$ cat src/rtl/idle_wdt_pkg.sv
package idle_wdt_pkg;

  typedef enum logic {
    TMO_LONG  = 1'b0,
    TMO_SHORT = 1'b1
  } tmo_mode_e;

  function automatic int cnt_width(input int limit);
    return (limit > 2) ? $clog2(limit) : 1;
  endfunction

endpackage

$ cat src/rtl/idle_wdt_sync.sv
module idle_wdt_sync #(
  parameter int              WIDTH   = 2,
  parameter int              STAGES  = 2,
  parameter logic [WIDTH-1:0] RST_VAL = '0
) (
  input  logic             clk,
  input  logic             rst,
  input  logic [WIDTH-1:0] d_async,
  output logic [WIDTH-1:0] q_sync
);

  logic [WIDTH-1:0] chain [STAGES];

  for (genvar s = 0; s < STAGES; s++) begin : g_stage
    if (s == 0) begin : g_first
      always_ff @(posedge clk) begin
        if (rst) chain[s] <= RST_VAL;
        else     chain[s] <= d_async;
      end
    end else begin : g_next
      always_ff @(posedge clk) begin
        if (rst) chain[s] <= RST_VAL;
        else     chain[s] <= chain[s-1];
      end
    end
  end

  assign q_sync = chain[STAGES-1];

endmodule

$ cat src/rtl/idle_wdt_edges.sv
module idle_wdt_edges (
  input  logic clk,
  input  logic rst,
  input  logic sclk_s,
  input  logic cs_n_s,
  output logic sclk_edge,
  output logic cs_fall,
  output logic cs_low
);

  logic sclk_prev;
  logic cs_n_prev;

  always_ff @(posedge clk) begin
    if (rst) begin
      sclk_prev <= 1'b0;
      cs_n_prev <= 1'b1;
    end else begin
      sclk_prev <= sclk_s;
      cs_n_prev <= cs_n_s;
    end
  end

  // A change in either direction counts as activity.
  assign sclk_edge = sclk_s ^ sclk_prev;
  assign cs_fall   = cs_n_prev & ~cs_n_s;
  assign cs_low    = ~cs_n_s;

endmodule

$ cat src/rtl/idle_wdt_timer.sv
module idle_wdt_timer
  import idle_wdt_pkg::*;
#(
  parameter int SHORT_LIMIT = 256,
  parameter int LONG_LIMIT  = 4096,
  localparam int MAX_LIMIT  = (LONG_LIMIT > SHORT_LIMIT) ? LONG_LIMIT : SHORT_LIMIT,
  localparam int CNT_W      = cnt_width(MAX_LIMIT)
) (
  input  logic      clk,
  input  logic      rst,
  input  tmo_mode_e mode,
  input  logic      cs_low,
  input  logic      restart,
  output logic      fire
);

  logic [CNT_W-1:0] cnt;
  logic [CNT_W-1:0] lim_m1;
  logic             armed;

  assign lim_m1 = (mode == TMO_SHORT) ? CNT_W'(SHORT_LIMIT - 1)
                                      : CNT_W'(LONG_LIMIT - 1);

  always_ff @(posedge clk) begin
    if (rst) begin
      cnt   <= '0;
      armed <= 1'b1;
      fire  <= 1'b0;
    end else begin
      fire <= 1'b0;
      if (!cs_low) begin
        cnt   <= '0;
        armed <= 1'b1;
      end else if (restart) begin
        cnt <= '0;
      end else if (armed) begin
        if (cnt == lim_m1) begin
          fire  <= 1'b1;
          armed <= 1'b0;
        end else begin
          cnt <= cnt + 1'b1;
        end
      end
    end
  end

endmodule

$ cat src/rtl/spi_idle_watchdog.sv
module spi_idle_watchdog
  import idle_wdt_pkg::*;
#(
  parameter int SYNC_STAGES = 2,
  parameter int SHORT_LIMIT = 256,
  parameter int LONG_LIMIT  = 4096
) (
  input  logic clk,
  input  logic rst,
  input  logic sclk_async,
  input  logic cs_n_async,
  input  logic short_timeout,
  output logic spi_reset_pulse
);

  logic [1:0] sync_q;
  logic       sclk_edge;
  logic       cs_fall;
  logic       cs_low;
  tmo_mode_e  mode;

  assign mode = short_timeout ? TMO_SHORT : TMO_LONG;

  idle_wdt_sync #(
    .WIDTH  (2),
    .STAGES (SYNC_STAGES),
    .RST_VAL(2'b10)
  ) sync_i (
    .clk    (clk),
    .rst    (rst),
    .d_async({cs_n_async, sclk_async}),
    .q_sync (sync_q)
  );

  idle_wdt_edges edges_i (
    .clk      (clk),
    .rst      (rst),
    .sclk_s   (sync_q[0]),
    .cs_n_s   (sync_q[1]),
    .sclk_edge(sclk_edge),
    .cs_fall  (cs_fall),
    .cs_low   (cs_low)
  );

  idle_wdt_timer #(
    .SHORT_LIMIT(SHORT_LIMIT),
    .LONG_LIMIT (LONG_LIMIT)
  ) timer_i (
    .clk    (clk),
    .rst    (rst),
    .mode   (mode),
    .cs_low (cs_low),
    .restart(sclk_edge | cs_fall),
    .fire   (spi_reset_pulse)
  );

endmodule

$ cat config.mk
export PLATFORM = sky130hd
export DESIGN_NAME = spi_idle_watchdog
export DESIGN_NICKNAME = d
export VERILOG_FILES = /design/src/rtl/idle_wdt_pkg.sv /design/src/rtl/idle_wdt_sync.sv /design/src/rtl/idle_wdt_edges.sv /design/src/rtl/idle_wdt_timer.sv /design/src/rtl/spi_idle_watchdog.sv
export SDC_FILE = /design/constraint.sdc
export NUM_CORES = 1
export LEC_CHECK = 0
export BUFFER_PORTS_ARGS = -buffer_cell sky130_fd_sc_hd__buf_2
export CORE_MARGIN = 8
export CORE_UTILIZATION = 55
export CTS_CLUSTER_DIAMETER = 60
export CTS_CLUSTER_SIZE = 30
export DETAILED_ROUTE_END_ITERATION = 12
export PLACE_DENSITY = 0.8
export REMOVE_ABC_BUFFERS = 1
export SYNTH_ARGS = -nofsm -noshare
export SYNTH_HDL_FRONTEND = slang
export SYNTH_HIERARCHICAL = 1
export SYNTH_SLANG_ARGS = --single-unit
$ cat constraint.sdc
create_clock -name clk -period 3.3 [get_ports clk]
set_input_delay 0.33 -clock clk [delete_from_list [all_inputs] [get_ports clk]]
set_output_delay 0.33 -clock clk [all_outputs]
set_load 0.01 [all_outputs]
==> impl_metrics.env <==
export IMPL_clockBufferDepth=2
export IMPL_p_per_area_mw_per_mm2=408
export IMPL_wirelength_um=1540
export IMPL_power_mw=0.403
export IMPL_setup_worst_path_start_class="register"
export IMPL_clock_fmax_mhz=495
export IMPL_crit_family="compound AO/OA/AOI/OAI gates"
export IMPL_rsz0062_at_grt="false"
export IMPL_synth_seq_cells=20
export IMPL_grt_pass1_wl_um=2650
export IMPL_diodes=0
export IMPL_switching_share=0.209
export IMPL_start_util=0.597
export IMPL_die_h_um=56.7
export IMPL_outcome="finished, final reports clean"
export IMPL_grt_antenna_before_repair=0
export IMPL_synth_top_area_cell="dfxtp_1"
export IMPL_slowest_delay_ps=670
export IMPL_yosys_area_top_type_share=0.440
export IMPL_tightest_slew_ps=840
export IMPL_crit_slowest_cell="o22ai_1"
export IMPL_synth_xor_area_frac=0.00963
export IMPL_ys_warn_count=6
export IMPL_drive_gt1_frac=0.125
export IMPL_drc=0
export IMPL_grt_pass1_vias=646
export IMPL_overflow=0
export IMPL_io_buffer_count=5
export IMPL_clock_sinks=20
export IMPL_synthAdderAreaFrac=0.0138
export IMPL_cts_setup_buffers=0
export IMPL_cts_made_buffers=3
export IMPL_pwr_share_seq=0.610
export IMPL_cp_num_buf_inv=0
export IMPL_p_switching_mw=0.0841
export IMPL_vias_per_cell=5.94
export IMPL_cts_htree_levels=1
export IMPL_fillers=124
export IMPL_setup_violations_final=0
export IMPL_gp_congestion=0.806
export IMPL_syn_area_per_cell_um2=8.75
export IMPL_cp_data_required_time_ps=3500
export IMPL_dp_hpwl_um=1130
export IMPL_via_count=760
export IMPL_drv_slew=0
export IMPL_synth_compound_area_frac=0.146
export IMPL_synth_cells=104
export IMPL_slew_headroom=0.440
export IMPL_synth_cell_type_count=34
export IMPL_firstDrtPassIters=4
export IMPL_ant_nets=0
export IMPL_path_cells="or3_1 > o22ai_1 > nand3b_1 > a211o_1"
export IMPL_num_rows=14
export IMPL_synth_mux_area_frac=0.0550
export IMPL_seq_area_frac_synth=0.440
export IMPL_crit_type="reg -> reg"
export IMPL_grt_start_max_net_pins=17
export IMPL_synth_simple_area_share=0.311
export IMPL_setup_tns_ps=0
export IMPL_fin_crit_sh=0.613
export IMPL_clk_latency_ps=300
export IMPL_area_delta_synth_final_pct=8.53
export IMPL_cellLeakagePower_nw=0.363
export IMPL_cap_violations=0
export IMPL_track_usage=0.0994
export IMPL_synth_top_family_by_area="simple AND/OR/NAND/NOR gates"
export IMPL_syn_area_um2=910
export IMPL_cts_tree="built"
export IMPL_fin_nets=119
export IMPL_design_core_area_mm2=0.00152
export IMPL_ios=6
export IMPL_dieArea_mm2=0.00321
export IMPL_yosys_top_cells_area="dfxtp_1, nand2_1, mux2i_1, nand2b_1, o21ai_0"
export IMPL_wl_per_cell_um=12.0
export IMPL_fin_util=0.648
export IMPL_hold_path_class="in -> reg"
export IMPL_die_w_um=56.7
export IMPL_cts_root_buffer="clkbuf_4"
export IMPL_worstPathMaxFanout=12
export IMPL_drt_iter0_markers=25
export IMPL_cts_resized=0
export IMPL_pwr_share_clk=0.352
export IMPL_power_frac_comb=0.038
export IMPL_internal_power_mw=0.319
export IMPL_fin_skew_ps=1.18
export IMPL_holdBufCountCts=0
export IMPL_irDropWorstVdd_mv=0.237
export IMPL_critPathArrivalTime_ps=2220
export IMPL_fin_crit_ps=2020
export IMPL_hold_viol=0
export IMPL_endpoint_kind="register"
export IMPL_clkTransAtPathRegs_ps=110
==> worst paths after layout <==
check	from	end	slack, ps	depth (start not counted)
worst min-delay path	cs_n_async	sync_i/chain[0][1]$_SDFF_PP1_	200	2
worst max-delay path	timer_i/cnt[8]$_SDFFE_PP0P_	timer_i/armed$_SDFFE_PP1N_	1280	4
worst max register to register	timer_i/cnt[8]$_SDFFE_PP0P_	timer_i/armed$_SDFFE_PP1N_	1280	4
worst min register to register	sync_i/chain[0][1]$_SDFF_PP1_	sync_i/chain[1][1]$_SDFF_PP1_	410	1
==> metal layers <==
layer | vias up | track usage | part of all wire
met5 | - | 0 | 0
met4 | 0 | 0.0515 | 0.016
met3 | 4 | 0.0404 | 0.062
met2 | 19 | 0.146 | 0.44
met1 | 345 | 0.120 | 0.48
li1 | 392 | - | -
==> Yosys cell counts, drive strengths merged <==
library cell / n
or2: 4
buf: 1
nand2: 16
ha: 1
a211o: 1
or3: 3
o22a: 1
inv: 3
nor2: 3
o22ai: 1
o2111ai: 1
nor2b: 4
nor4: 1
nand3: 3
a211oi: 1
or3b: 1
mux2i: 5
dfxtp: 20
and4: 1
clkbuf: 1
o31ai: 1
nand3b: 1
nand2b: 6
a31oi: 3
nor3: 3
nand4: 1
and3: 2
a21boi: 1
or4: 1
nand4b: 1
o21ai: 6
a21oi: 5
xor2: 1
==> flip-flops by register name, indices dropped and copies added (netlist names) <==
register / cells
edges_i/sclk_prev: 1
timer_i/cnt: 12
edges_i/cs_n_prev: 1
sync_i/chain: 4
timer_i/fire: 1
timer_i/armed: 1
==> layout make-up <==
| cell class | instances | area, um^2 | area share |
|---|---|---|---|
| Inverter | 3 | 11.3 | 0.0114 |
| Tap cell | 16 | 20.0 | 0.0203 |
| Timing Repair Buffer | 6 | 32.5 | 0.0330 |
| Clock buffer | 4 | 36.3 | 0.0368 |
| Multi-Input combinational cell | 79 | 487 | 0.493 |
| Sequential cell | 20 | 400 | 0.406 |
==> cells in the final DEF (no fill, tap or decap) <==
cell type,count
dfxtp_1,20
nand2_1,16
nand2b_1,6
o21ai_0,6
buf_2,5
a21oi_1,5
mux2i_1,5
or2_1,4
nor2b_1,4
clkbuf_4,3
inv_1,3
nand3_1,3
nor2_1,3
or3_1,3
nor3_1,3
a31oi_1,3
clkbuf_8,1
xor2_1,1
o22ai_1,1
and3_4,1
nand4b_1,1
o22a_1,1
nand4_1,1
and3_1,1
o2111ai_1,1
nand3b_1,1
a211o_1,1
a211oi_1,1
a21boi_2,1
or3b_4,1
o31ai_1,1
or4_1,1
nor4_1,1
and4_2,1
ha_1,1
buf_4,1
==> power by group through the flow <==
stage          Clock, mW  Sequential, mW  Combinational (mW)
5_1_grt            0.155           0.246              0.0171
3_3_place_gp           0           0.251              0.0147
2_1_floorplan          0           0.251             0.00958
3_5_place_dp           0           0.251              0.0151
6_report           0.142           0.246              0.0152
4_1_cts            0.144           0.246              0.0153
==> logic make-up after synthesis <==
kind of cell	after synthesis
buffers and inverters	5
flip-flops	20
AO/OA/AOI/OAI	21
multiplexers	5
XOR/XNOR	1
AND/OR/NAND/NOR	51
adder cells (fa/ha/maj)	1
==> stage by stage <==
step / hold slack [ps] / std cells / cell area (um^2) / worst slack [ps]
6_report: 200 / 128 / 987 / 1280
5_1_grt: 182 / 128 / 987 / 1120
4_1_cts: 197 / 128 / 987 / 1280
3_5_place_dp: 388 / 124 / 951 / 1310
3_3_place_gp: 386 / 124 / 951 / 1390
2_1_floorplan: 383 / 102 / 898 / 1370
No activity file was read; power rests on OpenSTA's default activity.
